`src/rtl/ccr_pkg.sv`:
```
package ccr_pkg;
  localparam int DATA_W = 64;
  localparam int OFS_W  = 16;

  localparam logic [OFS_W-1:0] OFS_CFG    = 16'h0000;
  localparam logic [OFS_W-1:0] OFS_SELF   = 16'h0008;
  localparam logic [OFS_W-1:0] OFS_REV    = 16'h0030;
  localparam logic [OFS_W-1:0] OFS_WIN    = 16'h0088;
  localparam logic [OFS_W-1:0] OFS_STATUS = 16'h00F0;
  localparam logic [OFS_W-1:0] OFS_L2     = 16'h0130;

  localparam int L2_BYPASS_BIT = 20;
endpackage

```
`src/rtl/win_base_reg.sv`:
```
module win_base_reg #(
  parameter int PA_W      = 48,
  parameter int WIN_ALIGN = 15
) (
  input  logic                       clk,
  input  logic                       rst_n,
  input  logic                       wr_sel,
  input  logic                       present,
  input  logic [ccr_pkg::DATA_W-1:0] wdata,
  output logic [ccr_pkg::DATA_W-1:0] win_q
);
  localparam int DW = ccr_pkg::DATA_W;
  localparam logic [DW-1:0] BASE_MASK =
    ((DW'(1) << PA_W) - DW'(1)) & ~((DW'(1) << WIN_ALIGN) - DW'(1));
  localparam logic [DW-1:0] KEEP_MASK = BASE_MASK | DW'(1);

  logic          load;
  logic [DW-1:0] win_d;

  always_comb begin
    load  = wr_sel & present;
    win_d = wdata & KEEP_MASK;
  end

  always_ff @(posedge clk or negedge rst_n) begin
    if (!rst_n)    win_q <= '0;
    else if (load) win_q <= win_d;
  end

  p_drop_absent_r3: assert property (@(posedge clk) disable iff (!rst_n)
    (wr_sel && !present) |=> $stable(win_q));

  p_masked_store_r2: assert property (@(posedge clk) disable iff (!rst_n)
    (wr_sel && present) |=> (win_q == ($past(wdata) & KEEP_MASK)));
endmodule

```
`src/rtl/win_decoder.sv`:
```
module win_decoder #(
  parameter int PA_W      = 48,
  parameter int WIN_ALIGN = 15
) (
  input  logic [ccr_pkg::DATA_W-1:0] win_q,
  input  logic [PA_W-1:0]            addr,
  output logic                       hit
);
  logic match;

  always_comb begin
    match = (win_q[PA_W-1:WIN_ALIGN] == addr[PA_W-1:WIN_ALIGN]);
    hit   = win_q[0] & match;
  end
endmodule

```
`src/rtl/cfg_read_mux.sv`:
```
module cfg_read_mux #(
  parameter logic [ccr_pkg::DATA_W-1:0] REV_ID    = 64'h800,
  parameter logic [ccr_pkg::DATA_W-1:0] CFG_WORD  = 64'h0,
  parameter logic [ccr_pkg::DATA_W-1:0] SELF_BASE = 64'h1FBF_8000
) (
  input  logic                       clk,
  input  logic                       rst_n,
  input  logic                       rd,
  input  logic [ccr_pkg::OFS_W-1:0]  addr,
  input  logic                       present,
  input  logic [ccr_pkg::DATA_W-1:0] win_q,
  output logic [ccr_pkg::DATA_W-1:0] rdata
);
  import ccr_pkg::*;

  logic [DATA_W-1:0] sel_d;

  always_comb begin
    sel_d = '0;
    case (addr)
      OFS_CFG:    sel_d = CFG_WORD;
      OFS_SELF:   sel_d = SELF_BASE;
      OFS_REV:    sel_d = REV_ID;
      OFS_WIN:    sel_d = win_q;
      OFS_STATUS: sel_d = {{(DATA_W-1){1'b0}}, present};
      OFS_L2:     sel_d[L2_BYPASS_BIT] = 1'b1;
      default:    sel_d = '0;
    endcase
  end

  always_ff @(posedge clk or negedge rst_n) begin
    if (!rst_n)  rdata <= '0;
    else if (rd) rdata <= sel_d;
  end

  p_hold_idle_r10: assert property (@(posedge clk) disable iff (!rst_n)
    !rd |=> $stable(rdata));

  p_status_r4: assert property (@(posedge clk) disable iff (!rst_n)
    (rd && addr == OFS_STATUS) |=> (rdata == {{(DATA_W-1){1'b0}}, $past(present)}));

  p_l2_r5: assert property (@(posedge clk) disable iff (!rst_n)
    (rd && addr == OFS_L2) |=> ($countones(rdata) == 1 && rdata[L2_BYPASS_BIT]));
endmodule

```
`src/rtl/cluster_cfg_regs.sv`:
```
module cluster_cfg_regs #(
  parameter int                         PA_W      = 48,
  parameter int                         WIN_ALIGN = 15,
  parameter logic [ccr_pkg::DATA_W-1:0] REV_ID    = 64'h800,
  parameter logic [ccr_pkg::DATA_W-1:0] CFG_WORD  = 64'h0,
  parameter logic [ccr_pkg::DATA_W-1:0] SELF_BASE = 64'h1FBF_8000
) (
  input  logic                       clk,
  input  logic                       rst_n,
  input  logic                       periph_present,
  input  logic                       bus_wr,
  input  logic                       bus_rd,
  input  logic [ccr_pkg::OFS_W-1:0]  bus_addr,
  input  logic [ccr_pkg::DATA_W-1:0] bus_wdata,
  output logic [ccr_pkg::DATA_W-1:0] bus_rdata,
  input  logic [PA_W-1:0]            dec_addr,
  output logic                       dec_hit
);
  import ccr_pkg::*;

  logic              win_wr_sel;
  logic [DATA_W-1:0] win_q;

  always_comb win_wr_sel = bus_wr & (bus_addr == OFS_WIN);

  win_base_reg #(.PA_W(PA_W), .WIN_ALIGN(WIN_ALIGN)) u_win (
    .clk     (clk),
    .rst_n   (rst_n),
    .wr_sel  (win_wr_sel),
    .present (periph_present),
    .wdata   (bus_wdata),
    .win_q   (win_q)
  );

  win_decoder #(.PA_W(PA_W), .WIN_ALIGN(WIN_ALIGN)) u_dec (
    .win_q (win_q),
    .addr  (dec_addr),
    .hit   (dec_hit)
  );

  cfg_read_mux #(.REV_ID(REV_ID), .CFG_WORD(CFG_WORD), .SELF_BASE(SELF_BASE)) u_rd (
    .clk     (clk),
    .rst_n   (rst_n),
    .rd      (bus_rd),
    .addr    (bus_addr),
    .present (periph_present),
    .win_q   (win_q),
    .rdata   (bus_rdata)
  );

  p_disable_next_r9: assert property (@(posedge clk) disable iff (!rst_n)
    (win_wr_sel && periph_present && !bus_wdata[0]) |=> !dec_hit);

  p_other_ofs_r7: assert property (@(posedge clk) disable iff (!rst_n)
    (bus_wr && bus_addr != OFS_WIN) |=> $stable(win_q));
endmodule

```
`config.mk`:
```
export PLATFORM = sky130hd
export DESIGN_NAME = cluster_cfg_regs
export DESIGN_NICKNAME = d
export VERILOG_FILES = /design/src/rtl/ccr_pkg.sv /design/src/rtl/win_base_reg.sv /design/src/rtl/win_decoder.sv /design/src/rtl/cfg_read_mux.sv /design/src/rtl/cluster_cfg_regs.sv
export SDC_FILE = /design/constraint.sdc
export NUM_CORES = 1
export LEC_CHECK = 0
export BUFFER_PORTS_ARGS = -buffer_cell sky130_fd_sc_hd__buf_2
export CAP_MARGIN = 5
export CORE_MARGIN = 8
export CORE_UTILIZATION = 40
export DETAILED_ROUTE_END_ITERATION = 12
export HOLD_SLACK_MARGIN = 0.12
export PLACE_DENSITY = 0.77
export SLEW_MARGIN = 40
export SYNTH_ARGS = -nofsm -noshare
export SYNTH_HDL_FRONTEND = slang
export SYNTH_SLANG_ARGS = --single-unit
```
`constraint.sdc`:
```
create_clock -name clk -period 1.55 [get_ports clk]
set_clock_uncertainty 0.2 [all_clocks]
set_input_delay 0.31 -clock clk [delete_from_list [all_inputs] [get_ports clk]]
set_output_delay 0.31 -clock clk [all_outputs]
set_load 0.01 [all_outputs]
```
==> flow_summary.yaml, run 1 <==
yosys:
  seq_area_frac_synth_pct: 50.9
  synth_compound_area_share_pct: 9.47
  synth_top_family_by_area: "multiplexers"
  synth-xor-area-share_pct: 8.51
  yosys.area_share.adder_pct: 0
  synthMuxAreaShare_pct: 14.6
  ys_ff_latch: 69
  ys_warn_count: 0
  synth_cell_types: 32
  syn_area_um2: 3390
  synthCells: 257
  yosys.area_share.simple_pct: 7.70
  synth.avg_cell_area_um2: 13.2
floorplan:
  rows: 33
  fp.dieH_um: 108
  dieArea_um2: 11700
  core-area_um2: 8220
  dieWidth_um: 108
  start_util_pct: 41.3
  io_pins: 198
timing:
  rsz0062_at_grt: "yes"
  finalHoldViolations: 0
  setup_viol: 69
  fmaxAchievable_mhz: 432
  final_max_slew_viol_count: 0
  setup_tns_ns: -20.43
  setup_ws_ns: -0.767
  min_period_over_period_pct: 149
  layout_min_cycle_time_ns: 2.32
status:
  violations: "setup timing"
  outcome: "complete, but fails checks"
power_and_ir_drop:
  p_per_area_nw_per_um2: 672
  peakVddDrop_v: 0.000503
  power_w: 0.00364
  leakage_nw: 3.00
detailed_routing:
  wl_um: 10800
  avgViaCountPerCell: 4.82
  dr.pass1.iters: 4
  drt-initial-drc-count: 80
  drtAntennaViolNets: 0
  wire_per_inst_um: 18.3
  drc_errors: 0
  vias: 2846
worst_setup_path:
  crit_path_start_kind: "register"
  worstPathRequired_ns: 1.04
  crit_fanout: 2
  r2r_cells: 4
  arrival_ns: 1.81
  crit_type: "register to output pin"
  critPathCaptureType: "output pin"
global_routing:
  antenna_found_initial: 0
  grt_max_degree: 70
  grt_pass1_vias: 3196
  grt_first_pass_wirelength_um: 16400
  grt_overflow_total: 0
  grt_use_total_pct: 18.2
clock_tree:
  clockBufferDepth: 2
  cts_tree: "built"
  cts_htree_levels: 3
  clock_latency_ns: 0.33
  cts_num_sinks: 69
  cts-root-buf: "clkbuf_8"
  path_clk_slew_ns: 0.08
  cts_made_buffers: 9
finish:
  nNetsFinal: 612
  instances_no_fill: 590
  fillers: 627
  regArea_um2: 1730
  multiInputGateArea_um2: 1700
  utilization_pct: 66.0
  area_delta_synth_final_pct: 59.7
  drive_above_1_share_pct: 53.3
place:
  gp_congestion: 0.798
  placed_cells: 528
  pre_cts_slack_ns: -0.756
  place_hpwl_um: 7010
  io_buffers: 123
hold_path:
  hold_path.class: "primary input to register"
  holdPathStages: 3
flow_run:
  max-cap-violations: 0
-- metrics by stage --
step | cell area (um2) | hold WS, ns
after detailed placement | 4500 | 0.150
after floorplan | 3580 | -0.186
final | 5420 | 0.178
after CTS | 5310 | 0.162
after global routing | 5420 | 0.190
after global placement | 4500 | 0.142
-- critical path: stages (launching register included) --
cell	delay [ns]
dfrtp_1	0.41
xor2_1	0.17
nor4_2	0.37
buf_4	0.17
nand4_1	0.09
nor3_2	0.11
buf_2	0.16
-- power breakdown --
group | internal [W] | total (W) | leakage [nW] | switching, W
registers | 0.00180 | 0.00180 | 0.965 | 0.000000147
logic | 0.000198 | 0.000404 | 1.94 | 0.000207
clock network | 0.000777 | 0.00144 | 0.103 | 0.000660
total | 0.00277 | 0.00364 | 3.00 | 0.000867
-- worst paths after layout --
check / start / end / slack [ns]
hold reg to reg: u_rd.rdata[24] / u_rd.rdata[24] / 0.30
setup / recovery: u_win.win_q[27] / dec_hit / -0.77
setup reg to reg: u_win.win_q[25] / u_rd.rdata[25] / 0.30
min in group asynchronous: rst_n / u_rd.rdata[38] / 0.33
max in group asynchronous: rst_n / u_win.win_q[21] / 0.52
hold / removal: bus_rd / u_rd.rdata[0] / 0.18
-- placed cells by master, fill, tap and decap left out, types with 3 or more instances in the layout --
cell and instances:
dlygate4sd3_1 35, nor4_1 8, clkbuf_8 10, nor2_1 13
buf_2 121, clkinv_2 4, buf_4 50, buf_6 4
xor2_1 32, mux2_4 30, nand3_1 3, dfrtp_1 69
conb_1 29, o2bb2ai_4 9, buf_12 7, mux2_2 4
o2bb2ai_2 3, a22o_1 21, buf_16 5
-- layout make-up --
class | instances | area share, %
diodes | 1 | 0.0462
clock buffers | 11 | 2.61
clock inverters | 5 | 0.923
inverters | 3 | 0.208
multi-input cells | 174 | 31.4
flip-flops and latches | 69 | 31.8
well taps | 105 | 2.42
repair buffers | 222 | 30.5
-- registers in the layout, summed over array words and instances, names as in the netlist --
signal / count
u_rd.rdata: 35
u_win.win_q: 34
-- cell usage after synthesis (all sizes together) --
| cell | count | area (um2) |
|---|---|---|
| a21o | 1 | 7.51 |
| a221o | 1 | 10.0 |
| a22o | 21 | 184 |
| a32o | 1 | 10.0 |
| and3 | 1 | 6.26 |
| and4 | 1 | 8.76 |
| buf | 34 | 267 |
| clkbuf | 5 | 18.8 |
| clkinv | 1 | 3.75 |
| conb | 1 | 3.75 |
| dfrtp | 69 | 1730 |
| inv | 2 | 7.51 |
| mux2 | 34 | 495 |
| nand3 | 5 | 37.5 |
| nand4 | 1 | 6.26 |
| nand4b | 2 | 17.5 |
| nor2 | 13 | 48.8 |
| nor3 | 2 | 10.0 |
| nor4 | 11 | 83.8 |
| nor4b | 1 | 8.76 |
| o21ai | 1 | 5.00 |
| o2bb2ai | 12 | 105 |
| or3 | 1 | 6.26 |
| or3b | 1 | 8.76 |
| or4 | 2 | 18.8 |
| xnor2 | 1 | 8.76 |
| xor2 | 32 | 280 |
-- cells by family (layout without fill, tap and decap cells) --
kind of cell	after synthesis	count (layout)
compound gates	37	37
mux	34	34
simple gates	41	41
flops	69	69
xor+xnor	33	33
buf+inv	42	241
other cells	1	30
-- metal layers --
layer  global-route usage, %  part of all wire (%)  up-vias
li1                        -                     -     1312
met3                    4.76                   8.3       20
met2                    31.9                    51      122
met1                    21.2                    38     1392
met5                       0                     0        -
met4                    5.85                   2.0        0
-- timing repair --
action                     CTS  global route
setup endpoints to repair   69            70
pin swaps                    9             3
buffers inserted             3             3
gates cloned                 6             0
resized for setup           17            11
hold endpoints to repair   103             0
hold buffers                35             0
Power figures use the tool's default switching activity.
==> run 2, diff against run 1 <==
- CORE_MARGIN: 8 -> 2
==> run 2 against run 1 <==
Net effect: the run still ends with setup timing left; maximum frequency decreased by 0.94%; first-iteration DRC count rose by 25%; clock power is 24% higher; sequential power about the same; total power grew 9.6%; non-clock buffer count up 1; cell count unchanged.
==> flow_summary.yaml, run 2 (same netlist as run 1, synthesis figures left out) <==
status:
  outcome: "complete, but fails checks"
  violations: "setup timing"
floorplan:
  dieArea_um2: 9240
  io_pins: 198
  start_util_pct: 41.3
  core-area_um2: 8220
  dieWidth_um: 96.1
  rows: 33
  fp.dieH_um: 96.1
timing:
  setup_ws_ns: -0.789
  fmaxAchievable_mhz: 428
  final_max_slew_viol_count: 0
  rsz0062_at_grt: "yes"
  setup_viol: 69
  hold_slack_ns: 0.240
  finalHoldViolations: 0
  min_period_over_period_pct: 151
  layout_min_cycle_time_ns: 2.34
flow_run:
  max-cap-violations: 0
global_routing:
  busiest_layer: "met2"
  grt_first_pass_wirelength_um: 14700
  grt_overflow_total: 0
  grt_pass1_vias: 2902
  grt_use_total_pct: 21.6
  grt_use_met1_pct: 25.8
  grt_max_degree: 70
  antenna_found_initial: 0
  use_met3_pct: 3.52
  grt.met2_usage_pct: 39.2
finish:
  area_delta_synth_final_pct: 60.6
  nNetsFinal: 613
  fillers: 618
  antenna_cells: 0
  largest_register_ffs: 35
  design_area_um2: 5450
  mostFrequentLayoutCells: "buf_2, dfrtp_1, buf_4"
  final_common_cell: "buf_2"
  drive_above_1_share_pct: 53.0
  largestRegisters: "u_rd.rdata (35), u_win.win_q (34)"
  regMostFlops: "u_rd.rdata"
  utilization_pct: 66.3
detailed_routing:
  wl_um: 9590
  drc_errors: 0
  drtAntennaViolNets: 0
  vias: 2820
  wire_per_inst_um: 16.3
  dr.pass1.iters: 4
  avgViaCountPerCell: 4.78
  drt-initial-drc-count: 100
clock_tree:
  cts_num_sinks: 69
  path_clk_slew_ns: 0.07
  cts_tree: "built"
  cts-root-buf: "clkbuf_8"
  clockBufferDepth: 2
  cts_htree_levels: 3
  clock_latency_ns: 0.33
  cts_made_buffers: 9
place:
  place_area_um2: 4540
  io_buffers: 123
  place_hpwl_um: 6310
  gp_congestion: 0.811
worst_setup_path:
  cpLargestDelayFamily: "simple AND/OR/NAND/NOR gates"
  max_stage_delay_ns: 0.41
  crit_path_start_kind: "register"
  cp_num_cells: 6
  worstPathCellList: "xor2_1 > nor4_2 > buf_4 > nand4_1 > nor3_2 > buf_2"
  reg2reg_from: "u_win.win_q[28]"
  critPathCaptureType: "output pin"
  crit_fanout: 2
  reg2reg_slack_ns: 0.33
  r2r_cells: 3
  worstPathRequired_ns: 1.04
  arrival_ns: 1.83
  crit_type: "register to output pin"
  crit_buf_inv: 2
  timing.rr.end: "u_win.win_q[28]"
  worstSetupStartpoint: "u_win.win_q[28]"
  cp_slowest_cell: "dfrtp_1"
  critPathCapture: "dec_hit"
power_and_ir_drop:
  power.internal_w: 0.00312
  netSwitchingFraction_pct: 21.9
  p_seq_share_pct: 45.1
  peakVddDrop_v: 0.000443
  clkPwrFrac_pct: 44.7
  switchingPower_w: 0.000875
  p_per_area_nw_per_um2: 732
  leakage_nw: 3.02
  combPwrFrac_pct: 10.2
hold_path:
  hold_path.class: "primary input to register"
  hold_start: "bus_addr[8]"
## run 2: routing by layer
layer	routed length, um	up-vias
met2	5110	95
met4	141	0
met1	3860	1392
met5	0	-
met3	485	12
li1	-	1321
## run 2: area by class of cell
cell class	count	area [um2]	area share (%)
Clock buffer	12	145	2.66
Timing Repair Buffer	223	1660	30.4
Multi-Input combinational cell	174	1690	30.9
Tap cell	105	131	2.41
Clock inverter	4	95.1	1.74
Sequential cell	69	1730	31.7
Inverter	3	11.3	0.207
## run 2: what timing repair did
action                                  in CTS  in global routing
pin swaps                                    6                  1
setup buffers                                7                  0
endpoints found under the setup margin      69                 69
endpoints found under the hold margin      103                  0
hold buffers                                35                  0
gates resized for setup                     19                  6
cloned                                       4                  1
## run 2: metrics by stage
stage          setup slack [ns]  instances  TNS (ns)  total power, W
3_5_place_dp             -0.761        530    -49.26         0.00216
4_1_cts                  -0.822        591    -17.41         0.00402
5_1_grt                  -0.847        590    -22.80         0.00416
2_1_floorplan            -0.592        285    -34.26         0.00199
3_3_place_gp             -0.710        530    -46.78         0.00215
6_report                 -0.789        590    -17.50         0.00399
## run 2: tightest hold or removal path, stage by stage
cell    delay (ns)
buf_2         0.09
buf_4         0.11
nor2_1        0.04
a22o_1        0.18
## run 2: how the worst min path moves through the flow
stage	depth (start not counted)	endpoint
6_report	4	u_rd.rdata[11]
5_1_grt	4	u_rd.rdata[11]
4_1_cts	4	u_rd.rdata[11]
3_5_place_dp	2	u_rd.rdata[42]
3_3_place_gp	2	u_rd.rdata[38]
2_1_floorplan	0	u_rd.rdata[0]
## run 2: power groups by stage
stage	registers (W)	clock network [W]	logic, W
detailed placement	0.00183	0	0.000322
global placement	0.00183	0	0.000319
CTS	0.00180	0.00182	0.000402
global route	0.00180	0.00191	0.000451
floorplan	0.00184	0	0.000156
finish	0.00180	0.00179	0.000407
==> run 3, diff against run 2 <==
- RECOVER_POWER: unset -> 25
==> run 3 against run 2 <==
Net effect: global-route usage is the same; worst hold slack is essentially flat; sequential share of layout area grew 0.051 points; total power is essentially flat; core utilization shrank 0.11 points; register-to-register slack is essentially flat; highest routed layer unchanged; combinational power shrank 1%; the run still ends with setup timing left; wire length is essentially flat.
==> flow_summary.yaml, run 3 (same netlist as run 1, synthesis figures left out) <==
status:
  outcome: "complete, but fails checks"
  violations: "setup timing"
finish:
  drive_above_1_share_pct: 53.0
  area_delta_synth_final_pct: 60.3
  instances_no_fill: 590
  design_area_um2: 5440
  mostFrequentLayoutCells: "buf_2, dfrtp_1, buf_4"
  nNetsFinal: 613
  antenna_cells: 0
  largest_register_ffs: 35
  final_common_cell: "buf_2"
  largestRegisters: "u_rd.rdata (35), u_win.win_q (34)"
  utilization_pct: 66.2
  regMostFlops: "u_rd.rdata"
detailed_routing:
  avgViaCountPerCell: 4.78
  drc_errors: 0
  drt-initial-drc-count: 100
  wl_um: 9590
  drtAntennaViolNets: 0
  vias: 2822
  wire_per_inst_um: 16.3
  dr.pass1.iters: 4
global_routing:
  grt_use_total_pct: 21.6
  grt_overflow_total: 0
  grt_max_degree: 70
  antenna_found_initial: 0
  grt_pass1_vias: 2902
  grt_first_pass_wirelength_um: 14700
place:
  pre_cts_slack_ns: -0.761
  placed_cells: 530
  place_hpwl_um: 6310
  io_buffers: 123
  gp_congestion: 0.811
  place_area_um2: 4540
timing:
  fmaxAchievable_mhz: 428
  final_max_slew_viol_count: 0
  finalHoldViolations: 0
  layout_min_cycle_time_ns: 2.34
  setup_ws_ns: -0.789
  rsz0062_at_grt: "yes"
  worst_pin_slew_ns: 0.615
  setup_viol: 69
  relSlewSlack_pct: 59.0
  min_period_over_period_pct: 151
clock_tree:
  cts_htree_levels: 3
  cts-root-buf: "clkbuf_8"
  cts_num_sinks: 69
  cts_tree: "built"
  cts_made_buffers: 9
  clockBufferDepth: 2
  clock_latency_ns: 0.33
  path_clk_slew_ns: 0.07
power_and_ir_drop:
  p_per_area_nw_per_um2: 733
  leakage_nw: 3.02
  peakVddDrop_v: 0.000443
  power_w: 0.00399
flow_run:
  max-cap-violations: 0
floorplan:
  rows: 33
  dieArea_um2: 9240
  start_util_pct: 41.3
  core-area_um2: 8220
  io_pins: 198
  fp.dieH_um: 96.1
  dieWidth_um: 96.1
worst_setup_path:
  arrival_ns: 1.83
  critPathCaptureType: "output pin"
  reg2reg_slack_ns: 0.33
  crit_path_start_kind: "register"
  crit_type: "register to output pin"
  worstPathRequired_ns: 1.04
  crit_fanout: 2
  r2r_cells: 3
hold_path:
  hold_path.class: "primary input to register"
  holdPathStages: 4
[run 3: cell count changes in the layout (fill, tap and decap cells not counted)]
cell / change
buf_4: -1
clkbuf_4: +1
buf_12: -1
buf_6: +1
[run 3: layout make-up]
| cell class | instances | area [um2] |
|---|---|---|
| fill | 618 | 2770 |
| sequential | 69 | 1730 |
| multi-input combinational | 174 | 1690 |
| timing repair buffer | 223 | 1650 |
| clock buffer | 12 | 145 |
| tap | 105 | 131 |
| clock inverter | 4 | 95.1 |
| inverter | 3 | 11.3 |
[run 3: through the flow]
step / setup TNS, ns / hold WS (ns)
6_report: -17.50 / 0.240
5_1_grt: -22.80 / 0.243
4_1_cts: -17.41 / 0.226
3_5_place_dp: -49.26 / 0.146
3_3_place_gp: -46.78 / 0.141
2_1_floorplan: -34.26 / -0.186
[run 3: worst max-delay path: stages, from the launching register on]
cell,delay [ns]
dfrtp_1,0.41
xor2_1,0.16
nor4_2,0.39
buf_4,0.17
nand4_1,0.09
nor3_2,0.12
buf_2,0.16
[run 3: what timing repair did]
item,CTS,global route
pin swaps,6,1
setup buffers,7,0
endpoints found under the setup margin,69,69
hold buffers,35,0
resized for setup,19,6
gates cloned,4,1
endpoints found under the hold margin,103,0
[run 3: per-layer routing]
| layer | routed length, um | global-route usage, % | vias up |
|---|---|---|---|
| met5 | 0 | 0 | - |
| met4 | 141 | 7.14 | 0 |
| met3 | 485 | 3.52 | 12 |
| met2 | 5110 | 39.2 | 95 |
| met1 | 3860 | 25.8 | 1394 |
| li1 | - | - | 1321 |
[run 3: power breakdown]
part / switching (W) / total (W) / internal, W
sequential: 0.000000151 / 0.00180 / 0.00180
clock: 0.000673 / 0.00179 / 0.00111
combinational: 0.000202 / 0.000403 / 0.000202
total: 0.000874 / 0.00399 / 0.00311
[run 3: worst paths after layout]
kind | end | startpoint
min reg2reg | u_rd.rdata[25] | u_rd.rdata[25]
max reg2reg | u_win.win_q[28] | u_win.win_q[28]
min in group asynchronous | u_rd.rdata[38] | rst_n
min | u_rd.rdata[11] | bus_addr[8]
max | dec_hit | u_win.win_q[28]
max in group asynchronous | u_rd.rdata[32] | rst_n
